## src/rtl/sem_pkg.sv

```systemverilog
package sem_pkg;
  typedef enum logic [1:0] {
    TOK_FREE  = 2'd0,
    TOK_LEFT  = 2'd1,
    TOK_RIGHT = 2'd2
  } tok_owner_e;
endpackage

```

## src/rtl/sem_token_cell.sv

```systemverilog
module sem_token_cell
  import sem_pkg::*;
(
  input  logic clk_i,
  input  logic rst_ni,
  input  logic req_l_i,
  input  logic rel_l_i,
  input  logic req_r_i,
  input  logic rel_r_i,
  output logic own_l_o,
  output logic own_r_o
);
  tok_owner_e own_q, own_d;
  logic       pend_l_q, pend_l_d;
  logic       pend_r_q, pend_r_d;

  always_comb begin
    own_d    = own_q;
    pend_l_d = pend_l_q;
    pend_r_d = pend_r_q;
    unique case (own_q)
      TOK_FREE: begin
        pend_l_d = 1'b0;
        pend_r_d = 1'b0;
        if (req_l_i) begin
          own_d    = TOK_LEFT;
          pend_r_d = req_r_i;  // tie: left wins, right waits
        end else if (req_r_i) begin
          own_d = TOK_RIGHT;
        end
      end
      TOK_LEFT: begin
        pend_l_d = 1'b0;
        if (rel_l_i) begin
          if ((pend_r_q && !rel_r_i) || req_r_i) begin
            own_d    = TOK_RIGHT;
            pend_r_d = 1'b0;
          end else begin
            own_d    = TOK_FREE;
            pend_r_d = 1'b0;
          end
        end else if (req_r_i) begin
          pend_r_d = 1'b1;
        end else if (rel_r_i) begin
          pend_r_d = 1'b0;
        end
      end
      TOK_RIGHT: begin
        pend_r_d = 1'b0;
        if (rel_r_i) begin
          if ((pend_l_q && !rel_l_i) || req_l_i) begin
            own_d    = TOK_LEFT;
            pend_l_d = 1'b0;
          end else begin
            own_d    = TOK_FREE;
            pend_l_d = 1'b0;
          end
        end else if (req_l_i) begin
          pend_l_d = 1'b1;
        end else if (rel_l_i) begin
          pend_l_d = 1'b0;
        end
      end
      default: begin
        own_d    = TOK_FREE;
        pend_l_d = 1'b0;
        pend_r_d = 1'b0;
      end
    endcase
  end

  always_ff @(posedge clk_i or negedge rst_ni) begin
    if (!rst_ni) begin
      own_q    <= TOK_FREE;
      pend_l_q <= 1'b0;
      pend_r_q <= 1'b0;
    end else begin
      own_q    <= own_d;
      pend_l_q <= pend_l_d;
      pend_r_q <= pend_r_d;
    end
  end

  assign own_l_o = (own_q == TOK_LEFT);
  assign own_r_o = (own_q == TOK_RIGHT);

  p_take_free_r5: assert property (@(posedge clk_i) disable iff (!rst_ni)
    (own_q == TOK_FREE && !req_l_i && req_r_i) |=> own_r_o);
  p_tie_left_r7: assert property (@(posedge clk_i) disable iff (!rst_ni)
    (own_q == TOK_FREE && req_l_i && req_r_i) |=> (own_l_o && pend_r_q));
  p_handoff_r6: assert property (@(posedge clk_i) disable iff (!rst_ni)
    (own_l_o && rel_l_i && pend_r_q && !rel_r_i) |=> own_r_o);
  p_hold_r10: assert property (@(posedge clk_i) disable iff (!rst_ni)
    (own_l_o && !rel_l_i) |=> own_l_o);
  p_hold_right_r10: assert property (@(posedge clk_i) disable iff (!rst_ni)
    (own_r_o && !rel_r_i) |=> own_r_o);
  p_free_r8: assert property (@(posedge clk_i) disable iff (!rst_ni)
    (own_l_o && rel_l_i && !pend_r_q && !req_r_i) |=> (own_q == TOK_FREE));
  p_withdraw_r11: assert property (@(posedge clk_i) disable iff (!rst_ni)
    (own_l_o && rel_r_i && !rel_l_i) |=> !pend_r_q);
endmodule

```

## src/rtl/sem_port_if.sv

```systemverilog
module sem_port_if #(
  parameter int N_SEM  = 8,
  parameter int ADDR_W = 12,
  parameter int DATA_W = 16,
  localparam int SEL_W = $clog2(N_SEM)
) (
  input  logic              clk_i,
  input  logic              rst_ni,
  input  logic              ce_ni,
  input  logic              sem_ni,
  input  logic              we_ni,
  input  logic              oe_ni,
  input  logic [ADDR_W-1:0] addr_i,
  input  logic [DATA_W-1:0] wdata_i,
  input  logic [N_SEM-1:0]  own_i,
  output logic [N_SEM-1:0]  req_o,
  output logic [N_SEM-1:0]  rel_o,
  output logic [DATA_W-1:0] rdata_o
);
  logic             acc, wr, rd;
  logic [SEL_W-1:0] sel;

  assign acc = !sem_ni && ce_ni;
  assign wr  = acc && !we_ni;
  assign rd  = acc && we_ni && !oe_ni;
  assign sel = addr_i[SEL_W-1:0];

  for (genvar i = 0; i < N_SEM; i++) begin : g_dec
    assign req_o[i] = wr && (sel == SEL_W'(i)) && !wdata_i[0];
    assign rel_o[i] = wr && (sel == SEL_W'(i)) &&  wdata_i[0];
  end

  assign rdata_o = rd ? {DATA_W{!own_i[sel]}} : '0;

  p_one_op_r3: assert property (@(posedge clk_i) disable iff (!rst_ni)
    $onehot0({req_o, rel_o}));
  p_ce_block_r2: assert property (@(posedge clk_i) disable iff (!rst_ni)
    !ce_ni |-> (req_o == '0 && rel_o == '0 && rdata_o == '0));
  p_replicate_r9: assert property (@(posedge clk_i) disable iff (!rst_ni)
    (rdata_o == '0 || rdata_o == '1));
endmodule

```

## src/rtl/sem_token_bank.sv

```systemverilog
module sem_token_bank #(
  parameter int N_SEM  = 8,
  parameter int ADDR_W = 12,
  parameter int DATA_W = 16
) (
  input  logic              clk_i,
  input  logic              rst_ni,
  input  logic              l_ce_ni,
  input  logic              l_sem_ni,
  input  logic              l_we_ni,
  input  logic              l_oe_ni,
  input  logic [ADDR_W-1:0] l_addr_i,
  input  logic [DATA_W-1:0] l_wdata_i,
  output logic [DATA_W-1:0] l_rdata_o,
  input  logic              r_ce_ni,
  input  logic              r_sem_ni,
  input  logic              r_we_ni,
  input  logic              r_oe_ni,
  input  logic [ADDR_W-1:0] r_addr_i,
  input  logic [DATA_W-1:0] r_wdata_i,
  output logic [DATA_W-1:0] r_rdata_o
);
  logic [N_SEM-1:0] req_l, rel_l, req_r, rel_r;
  logic [N_SEM-1:0] own_l, own_r;

  sem_port_if #(.N_SEM(N_SEM), .ADDR_W(ADDR_W), .DATA_W(DATA_W)) u_left (
    .clk_i, .rst_ni,
    .ce_ni(l_ce_ni), .sem_ni(l_sem_ni), .we_ni(l_we_ni), .oe_ni(l_oe_ni),
    .addr_i(l_addr_i), .wdata_i(l_wdata_i), .own_i(own_l),
    .req_o(req_l), .rel_o(rel_l), .rdata_o(l_rdata_o)
  );

  sem_port_if #(.N_SEM(N_SEM), .ADDR_W(ADDR_W), .DATA_W(DATA_W)) u_right (
    .clk_i, .rst_ni,
    .ce_ni(r_ce_ni), .sem_ni(r_sem_ni), .we_ni(r_we_ni), .oe_ni(r_oe_ni),
    .addr_i(r_addr_i), .wdata_i(r_wdata_i), .own_i(own_r),
    .req_o(req_r), .rel_o(rel_r), .rdata_o(r_rdata_o)
  );

  for (genvar i = 0; i < N_SEM; i++) begin : g_tok
    sem_token_cell u_cell (
      .clk_i, .rst_ni,
      .req_l_i(req_l[i]), .rel_l_i(rel_l[i]),
      .req_r_i(req_r[i]), .rel_r_i(rel_r[i]),
      .own_l_o(own_l[i]), .own_r_o(own_r[i])
    );
  end

  p_mutex_r10: assert property (@(posedge clk_i) disable iff (!rst_ni)
    (own_l & own_r) == '0);
endmodule

```

## config.mk

```make
export PLATFORM = sky130hd
export DESIGN_NAME = sem_token_bank
export DESIGN_NICKNAME = d
export VERILOG_FILES = /design/src/rtl/sem_pkg.sv /design/src/rtl/sem_token_cell.sv /design/src/rtl/sem_port_if.sv /design/src/rtl/sem_token_bank.sv
export SDC_FILE = /design/constraint.sdc
export NUM_CORES = 1
export LEC_CHECK = 0
export BUFFER_PORTS_ARGS = -buffer_cell sky130_fd_sc_hd__clkbuf_2
export CAP_MARGIN = 10
export CORE_AREA = 2 2 72 74
export DETAILED_ROUTE_END_ITERATION = 16
export DIE_AREA = 0 0 74 76
export PLACE_DENSITY = 0.84
export SYNTH_ARGS = -nofsm -noshare
export SYNTH_HDL_FRONTEND = slang
export SYNTH_SLANG_ARGS = --single-unit
```

## constraint.sdc

```tcl
create_clock -name clk_i -period 7.82 [get_ports clk_i]
set_clock_uncertainty 0.15 [all_clocks]
set_input_delay 0.391 -clock clk_i [delete_from_list [all_inputs] [get_ports clk_i]]
set_output_delay 0.391 -clock clk_i [all_outputs]
set_load 0.03 [all_outputs]
```

# Yosys cells after proc, flatten, opt, wreduce, memory -nomap -nowiden
# Cells that the tools add are included.
word_totals:
  register_bits: 32
  latch_bits: 0
  ramBits: 0
  romBits: 0
  input_bits: 66
  output_inout_bits: 32
  memories: 0
classes:
  add_sub_neg: 0
  n_mul: 0
  div: 0
  n_lt_le_gt_ge: 2
  eq_ne: 70
  n_shift: 0
  n_mux: 134
  bitwise: 0
  reduce_logical: 132
ops:
  columns: ["op", "count"]
  rows:
  - ["2-bit 2-to-1 mux", 40]
  - ["1-bit 2-to-1 mux", 74]
  - ["1-bit logical AND", 72]
  - ["4-bit by 1-bit inequality test with 1-bit output (second input constant)", 16]
  - ["2-bit case mux with 3 select lines", 8]
  - ["16-bit 2-to-1 mux", 2]
  - ["2-bit by 1-bit inequality test with 1-bit output (second input constant)", 16]
  - ["1-bit zero test", 26]
  - ["3-bit == test (second input constant)", 8]
  - ["3-bit by 1-bit inequality test with 1-bit output (second input constant)", 8]
  - ["3-bit AND reduction", 8]
  - ["2-bit by 1-bit == test with 1-bit output (second input constant)", 8]
  - ["2-bit == test (second input constant)", 8]
  - ["2-bit zero test", 8]
  - ["1-bit logical OR", 16]
  - ["1-bit case mux with 2 select lines", 8]
  - ["3-bit by 2-bit == test with 1-bit output (second input constant)", 4]
  - ["3-bit by 4-bit less-than comparator with 1-bit output (second input constant)", 2]
  - ["1-bit binary-select mux with 3-bit select", 2]
  - ["3-bit by 1-bit == test with 1-bit output (second input constant)", 2]
  - ["3-bit zero test", 2]

# Depth between registers and ports, before layout
# Gate-level depths: netlist of the first run.
depth:
  word_depth: 11
  depth_mapped: 6
  mapped_depth_nobuf: 4

# Hierarchy
# Synthesis of the first run repeated with hierarchy kept, for this count alone.
hier_totals:
  hier_cells: 274
  area_unflattened_um2: 2377.3
by_module_without_submodules:
  columns: ["mod", "n_inst", "cells_each", "area_per_inst_um2"]
  rows:
  - ["sem_token_cell", 8, 22, 215.2]
  - ["sem_port_if", 2, 49, 327.8]

# Worst setup path before layout of the first run
# Ideal clock, no wire load.
synth_path:
  kind: "input-to-output"
  from: "input r_addr_i[1]"
  to: "output r_rdata_o[10]"
  t_arrival_ps: 3166
  required_time_ps: 7279
  slack_ps: 4113
  path_stages: 4
  cell_sequence: "clkbuf_1 mux4_2 a211oi_1 buf_4"
synth_via:
  elab_chain_cells: 4
synth_lines:
  columns: ["element", "line_no", "text"]
  rows:
  - ["from (decl)", "sem_token_bank.sv:19", "input logic [ADDR_W-1:0] r_addr_i,"]
  - ["1-bit binary-select mux with 3-bit select", "sem_port_if.sv:33", "assign rdata_o = rd ? {DATA_W{!own_i[sel]}} : '0;"]
  - ["1-bit 2-to-1 mux (not written as such)", "sem_port_if.sv:33", null]
  - ["1-bit zero test", "sem_port_if.sv:33", null]
  - ["16-bit 2-to-1 mux", "sem_port_if.sv:33", null]
  - ["to (decl)", "sem_token_bank.sv:21", "output logic [DATA_W-1:0] r_rdata_o"]
# No other way between the ends. The select of a mux whose other input is x is not followed.

# Worst setup path in the final report of the first run
layout_path:
  from: "register g_tok[4].u_cell.own_q[0]"
  to: "output l_rdata_o[1]"
layout_via:
  elab_chain_cells: 5
layout_lines:
  columns: ["element", "line_no", "text"]
  rows:
  - ["from (decl)", "sem_token_cell.sv:13", "tok_owner_e own_q, own_d;"]
  - ["from (signal assigned)", "sem_token_cell.sv:78", "own_q <= own_d;"]
  - ["2-bit by 1-bit == test with 1-bit output", "sem_token_cell.sv:84", "assign own_l_o = (own_q == TOK_LEFT);"]
  - ["1-bit binary-select mux with 3-bit select", "sem_port_if.sv:33", null]
  - ["1-bit 2-to-1 mux (not written as such)", "sem_port_if.sv:33", null]
  - ["1-bit zero test", "sem_port_if.sv:33", null]
  - ["16-bit 2-to-1 mux", "sem_port_if.sv:33", null]
  - ["to (decl)", "sem_token_bank.sv:14", "output logic [DATA_W-1:0] l_rdata_o,"]
# No other way between the ends. The select of a mux whose other input is x is not followed.

==> results of run 1 <==
[synthesized netlist by cell type, drive strengths merged, types with 4 or more instances]
cell type  number
dfrtp          32
buf            30
a21oi          21
nor2           21
o21ai          19
nor3           18
nand2          15
nand3          15
clkbuf         14
nor2b          13
a31oi          10
nand2b         10
inv             8
a211oi          6
a21boi          5
o31ai           5
nand4           4
nor3b           4
nor4            4
[layout make-up]
| class | count | area (um2) | area share |
|---|---|---|---|
| sequential | 32 | 800.8 | 0.2998 |
| clock buffer | 6 | 82.58 | 0.03091 |
| timing repair buffer | 53 | 275.3 | 0.1030 |
| tap | 70 | 87.58 | 0.03279 |
| multi-input combinational | 218 | 1381 | 0.5171 |
| clock inverter | 2 | 10.01 | 0.003747 |
| inverter | 9 | 33.78 | 0.01265 |
[cell families after synthesis]
kind of cell           count (synthesis)
AO/OA/AOI/OAI                         92
buffers and inverters                 53
multiplexers                           3
flip-flops                            32
AND/OR/NAND/NOR                      122
XOR/XNOR                               1
[report_power, final]
| group | switching, mW | total (mW) | internal (mW) |
|---|---|---|---|
| sequential | 0.0307 | 0.216 | 0.186 |
| combinational | 0.0865 | 0.142 | 0.0555 |
| clock | 0.0682 | 0.138 | 0.0702 |
| total | 0.185 | 0.497 | 0.311 |
[sequential cells by signal, indices dropped and copies added (netlist names)]
register and cells:
g_tok.u_cell.pend_l_q 8, g_tok.u_cell.pend_r_q 8, g_tok.u_cell.own_q 16
[stage by stage]
step,setup slack (ns),total power [mW],hold WS [ns],cell area [um2],util
detailed placement,5.306,0.3578,0.3485,2579,0.5250
floorplan,4.113,0.3217,-0.05459,2495,-
global placement,5.343,0.3531,0.3392,2579,0.5250
CTS,5.039,0.4971,0.04378,2671,0.5438
finish,5.037,0.4968,0.02534,2671,0.5438
global route,4.908,0.5213,0.09504,2671,0.5438
[critical path: stages (launching register included)]
cell      delay [ns]
dfrtp_1         0.46
nor2b_1         0.21
mux4_2          0.48
a211oi_1        0.33
buf_4           0.25
clkbuf_2        0.22
[how the worst max path moves through the flow]
| stage | to | slack (ns) | depth (start not counted) |
|---|---|---|---|
| after floorplan | r_rdata_o[10] | 4.11 | 4 |
| after global routing | l_rdata_o[4] | 4.91 | 6 |
| final | l_rdata_o[1] | 5.04 | 5 |
| after global placement | l_rdata_o[3] | 5.34 | 5 |
| after detailed placement | l_rdata_o[14] | 5.31 | 5 |
| after CTS | l_rdata_o[14] | 5.04 | 6 |
[cell usage in the layout, fill, tap and decap left out, drive strengths merged, types with 3 or more instances in the layout]
cell type / n
a21oi: 21
clkbuf: 55
o31ai: 5
clkinv: 3
a21boi: 5
inv: 8
nand3: 15
nand4: 4
o21ai: 19
nand2: 15
and3: 3
nor2: 21
nor3: 18
nor2b: 13
buf: 4
mux4: 3
nor4: 4
nor3b: 4
a31oi: 10
nand2b: 10
dfrtp: 32
a211oi: 6
[routing by layer]
metal | wire length [um] | global-route usage | up-vias
met2 | 2983 | 0.3536 | 155
met1 | 2660 | 0.3225 | 1189
met3 | 568 | 0.04497 | 17
met4 | 138 | 0.09818 | 0
li1 | - | - | 1142
met5 | 0 | 0 | -
==> impl_metrics.py, run 1 <==
metrics = {
    "synth": {
        "synthCells": 303,
        "synth_top_family_by_area": "simple AND/OR/NAND/NOR gates",
        "synthAdderAreaFrac": 0,
        "yosys.area_share.simple": 0.2783,
        "synth_mux_area_frac": 0.02708,
        "syn_nets": 369,
        "synth_compound_area_frac": 0.2447,
        "synth_top_area_frac": 0.3210,
        "synthXorXnorAreaFrac": 0.003511,
        "synth_area_mm2": 0.002495,
        "ys_top_cells_by_area": "dfrtp_1 32%, buf_4 9.0%, a21oi_1 4.2%",
        "synth.largest_area_cell": "dfrtp_1",
        "synth.distinct_cells": 58,
        "ys_ff_latch": 32,
        "synth-edff-count": 0,
        "ys.flop_type": "dfrtp_1",
        "ys_warn_count": 0,
        "async_flop_share": 1.000,
        "avgSynthCellArea_um2": 8.234,
        "ys_seq_area_frac": 0.3210,
    },
    "routing": {
        "dr.first_iter.drc_count": 238,
        "first_pass_iters": 5,
        "route.detailed.drc": 0,
        "antenna_left": 0,
        "post_drt_wl_per_cell_um": 16.28,
        "wirelength_mm": 6.351,
        "num_vias": 2503,
        "vias_per_cell": 6.418,
    },
    "clock_network": {
        "cts_tree": "yes",
        "cts_hold_buffers": 0,
        "postCtsSetupRepairBufs": 0,
        "cts_sinks": 32,
        "cts_max_level": 2,
        "root_buffer": "clkbuf_8",
        "clk_pin_slew_ns": 0.07,
        "cts_buffer_depth": 2,
        "cts_resized": 0,
        "worstSkewPairLatency_ns": 0.30,
        "cts_buffers": 5,
    },
    "sta": {
        "hold_violations": 0,
        "post-route-period-util": 0.3559,
        "fmax_ghz": 0.3593,
        "slew_viol_final": 0,
        "report.final.setup_viol": 0,
        "finalSetupTns_ns": 0,
        "max_slew_margin": 0.3918,
        "tightest_slew_ns": 0.9099,
        "rsz0062_at_grt": "no",
        "post-route-min-period_ns": 2.783,
    },
    "die": {
        "die_h_um": 76,
        "dieArea_mm2": 0.005624,
        "core_area_mm2": 0.004912,
        "io_pins": 98,
        "initial_core_util": 0.5079,
        "die_w_um": 74,
        "rows": 26,
    },
    "power_and_ir_drop": {
        "power.density_mw_per_mm2": 186.0,
        "ir_drop_uv": 91.79,
        "leakage_nw": 1.091,
    },
    "critical_path": {
        "crit_start": "g_tok[4].u_cell.own_q[0]",
        "timing.rr.end": "g_tok[1].u_cell.own_q[1]",
        "criticalPathCategory": "flop to output pin",
        "worstPathRequired_ns": 7.28,
        "worstPathArrival_ns": 2.24,
        "critPathCaptureType": "output pin",
        "r2r_setup_slack_ns": 6.17,
        "crit_fanout": 16,
        "start_kind": "flop",
        "r2r_cells": 3,
        "timing.rr.start": "g_tok[1].u_cell.own_q[0]",
    },
    "place": {
        "dp_cells": 382,
        "place.port_buffers": 49,
        "gp_congestion": 0.9140,
        "dp_hpwl_mm": 4.555,
    },
    "final_layout": {
        "antenna_cells": 0,
        "fin_nets": 385,
        "num-fill-cells": 426,
        "syn_to_final_growth_pct": 7.071,
        "post_layout_nonfiller_instances": 390,
        "layout-drive-gt1-share": 0.2125,
    },
    "outcome": {
        "status": "finished, final reports clean",
    },
    "global_routing": {
        "grt_pass1_wl_mm": 10.43,
        "first_global_vias": 2330,
        "grt-ovfl-total": 0,
        "antenna_found_initial": 0,
        "grt_max_degree": 33,
        "track_usage": 0.2331,
    },
    "hold_path": {
        "min_path_type": "primary input to asynchronous set/reset pin",
    },
    "run": {
        "drv_cap": 0,
    },
}
No activity file was read; power rests on OpenSTA's default activity.
==> run 2: changes to the inputs <==
--- a/config.mk
+++ b/config.mk
@@ -5,12 +5,13 @@
 export SDC_FILE = /design/constraint.sdc
 export NUM_CORES = 1
 export LEC_CHECK = 0
+export ABC_AREA = 1
 export BUFFER_PORTS_ARGS = -buffer_cell sky130_fd_sc_hd__clkbuf_2
 export CAP_MARGIN = 10
-export CORE_AREA = 2 2 72 74
+export CORE_AREA = 2 2 79 81
 export DETAILED_ROUTE_END_ITERATION = 16
-export DIE_AREA = 0 0 74 76
-export PLACE_DENSITY = 0.84
+export DIE_AREA = 0 0 81 83
+export PLACE_DENSITY = 0.76
 export SYNTH_ARGS = -nofsm -noshare
 export SYNTH_HDL_FRONTEND = slang
 export SYNTH_SLANG_ARGS = --single-unit
==> constraint.sdc (replaced) <==
create_clock -name clk_i -period 2.4 [get_ports clk_i]
set_clock_uncertainty 0.15 [all_clocks]
set_input_delay 0.12 -clock clk_i [delete_from_list [all_inputs] [get_ports clk_i]]
set_output_delay 0.12 -clock clk_i [all_outputs]
set_load 0.03 [all_outputs]
==> run 2 against run 1 <==
Compared with the run above: synthesized cell count up 40%; flip-flop and latch count unchanged; clock power rose to 3.1 times the previous value; routed wire length fell by 9.0%; global-route usage fell by 5.0 points; first-iteration DRC count down 51%; cell count increased by 34%; via count increased by 3.3%; critical path depth is 4 higher; largest cell class unchanged; highest routed layer unchanged.
==> impl_metrics.py, run 2 <==
metrics = {
    "critical_path": {
        "timing.rr.start": "g_tok[5].u_cell.own_q[0]",
        "critPathCaptureType": "output pin",
        "path_cells": "inv_1 > nor2_1 > nand2_1 > o21ai_0 > nor2_1 > nand3_1 > a21oi_1 > buf_4 > clkbuf_2",
        "timing.rr.end": "g_tok[5].u_cell.own_q[1]",
        "r2r_setup_slack_ns": 1.05,
        "crit_family": "buffers and inverters",
        "cpPeakStageDelay_ns": 0.40,
        "worstPathArrival_ns": 1.78,
        "start_kind": "flop",
        "criticalPathCategory": "flop to output pin",
        "crit_fanout": 16,
        "worstPathRequired_ns": 2.13,
        "cp_slowest_cell": "dfrtp_1",
        "r2r_cells": 7,
        "critPathBufInv": 3,
        "crit_top_cell": "nor2_1",
    },
    "clock_network": {
        "cts_buffers": 5,
        "postCtsSetupRepairBufs": 0,
        "worstSkewPairLatency_ns": 0.29,
        "cts_hold_buffers": 1,
        "cts_max_level": 2,
        "cts_buffer_depth": 2,
        "cts_tree": "yes",
        "cts_sinks": 32,
        "root_buffer": "clkbuf_8",
        "clk_pin_slew_ns": 0.07,
        "cts_resized": 0,
    },
    "synth": {
        "synthCells": 424,
        "ys.flop_type": "dfrtp_1",
        "ys_warn_count": 0,
        "synth_area_mm2": 0.002581,
        "synth-edff-count": 0,
        "ys_ff_latch": 32,
        "avgSynthCellArea_um2": 6.088,
        "syn_nets": 490,
        "synth_top_area_frac": 0.3102,
        "async_flop_share": 1.000,
        "synth.largest_area_cell": "dfrtp_1",
        "synth_common_cells": "141 x nand2_1, 67 x nor2_1, 52 x nand3_1",
        "yosysMostFrequentCell": "nand2_1",
        "ys_top_cells_by_area": "dfrtp_1 31%, nand2_1 21%, nand3_1 10%",
        "synth.distinct_cells": 19,
        "ys_seq_area_frac": 0.3102,
    },
    "power_and_ir_drop": {
        "power.density_mw_per_mm2": 600.6,
        "leakage_nw": 1.550,
        "ir_drop_uv": 311.6,
    },
    "die": {
        "die_h_um": 83,
        "rows": 28,
        "io_pins": 98,
        "initial_core_util": 0.4438,
        "die_w_um": 81,
        "core_area_mm2": 0.005816,
        "dieArea_mm2": 0.006723,
    },
    "global_routing": {
        "first_global_vias": 2327,
        "grt-ovfl-total": 0,
        "track_usage": 0.1833,
        "grt_pass1_wl_mm": 9.887,
        "antenna_found_initial": 0,
        "grt_max_degree": 33,
    },
    "routing": {
        "route.detailed.drc": 0,
        "num_vias": 2585,
        "antenna_left": 0,
        "post_drt_wl_per_cell_um": 11.03,
        "wirelength_mm": 5.782,
        "dr.first_iter.drc_count": 116,
        "first_pass_iters": 5,
        "vias_per_cell": 4.933,
    },
    "final_layout": {
        "regMostFlops": "g_tok.u_cell.own_q",
        "syn_to_final_growth_pct": 7.513,
        "largest_reg_flops": 16,
        "post_layout_nonfiller_instances": 524,
        "reg.largest.list": "g_tok.u_cell.own_q: 16 flops, g_tok.u_cell.pend_l_q: 8 flops, g_tok.u_cell.pend_r_q: 8 flops",
        "final_cell_mix": "141 x nand2_1, 67 x nor2_1, 52 x nand3_1, 49 x inv_1, 49 x clkbuf_2",
        "layout-drive-gt1-share": 0.1604,
        "antenna_cells": 0,
        "final_area_mm2": 0.002775,
        "fin_nets": 514,
        "final_common_cell": "nand2_1",
    },
    "sta": {
        "post-route-period-util": 0.8549,
        "report.final.setup_viol": 0,
        "tightest_slew_ns": 0.8136,
        "fmax_ghz": 0.4874,
        "post-route-min-period_ns": 2.052,
        "slew_viol_final": 0,
        "rsz0062_at_grt": "no",
        "max_slew_margin": 0.4576,
        "finalSetupTns_ns": 0,
        "hold_violations": 0,
    },
    "run": {
        "drv_cap": 0,
    },
    "place": {
        "postPlaceCellArea_mm2": 0.002673,
        "gp_congestion": 0.9285,
        "dp_hpwl_mm": 4.503,
        "dp_cells": 515,
        "place.port_buffers": 49,
    },
    "hold_path": {
        "whs_endpoint": "g_tok[7].u_cell.pend_r_q",
        "hold_depth": 4,
        "min_path_type": "primary input to flop",
        "hold_start": "l_we_ni",
    },
    "outcome": {
        "status": "finished, final reports clean",
    },
}
-- run 2: logic make-up after synthesis --
kind of cell,after synthesis,synth area share
AOI/OAI and AO/OA,26,0.05526
buffers and inverters,86,0.1760
DFF,32,0.3102
and+or+nand+nor,280,0.4586
-- run 2: how the worst max path moves through the flow --
stage,startpoint,endpoint,slack (ns),depth (start not counted)
after floorplan,g_tok[3].u_cell.own_q[0],l_rdata_o[10],0.02,8
after global placement,g_tok[3].u_cell.own_q[0],l_rdata_o[10],0.69,9
after detailed placement,g_tok[3].u_cell.own_q[0],l_rdata_o[15],0.66,9
after CTS,g_tok[3].u_cell.own_q[0],l_rdata_o[15],0.33,9
after global routing,g_tok[3].u_cell.own_q[0],l_rdata_o[15],0.23,9
final,g_tok[3].u_cell.own_q[0],l_rdata_o[2],0.35,9
-- run 2: power by group --
group | leakage [nW] | internal [mW] | total, mW | switching [mW]
combinational | 1.08 | 0.176 | 0.576 | 0.399
sequential | 0.416 | 0.608 | 0.657 | 0.0489
clock | 0.0510 | 0.229 | 0.434 | 0.206
total | 1.55 | 1.01 | 1.67 | 0.654
-- run 2: area by class of cell --
class | instances | area [um2]
fillers | 644 | 3040
multi-input cells | 306 | 1326
flip-flops and latches | 32 | 800.8
repair buffers | 52 | 270.3
inverters | 51 | 191.4
well taps | 75 | 93.84
clock buffers | 6 | 82.58
clock inverters | 2 | 10.01
-- run 2: metal layers --
layer	part of all wire	up-vias	track usage
met2	0.47	73	0.3043
met4	0.014	0	0.06626
met5	0	-	0
met3	0.055	8	0.03043
met1	0.46	1166	0.2370
li1	-	1338	-
-- run 2: stage by stage --
stage	hold WS (ns)	setup slack, ns	power (mW)	utilization
global placement	0.09570	0.6936	1.222	0.4596
floorplan	-0.3256	0.02324	1.108	-
global route	0.1315	0.2309	1.806	0.4772
CTS	0.09523	0.3302	1.671	0.4772
detailed placement	0.1043	0.6555	1.233	0.4596
finish	0.1114	0.3482	1.667	0.4772
-- run 2: worst min-delay path: stages --
cell and delay (ns):
clkbuf_2 0.12, nor2_4 0.10, nand4_1 0.09, o21ai_0 0.07
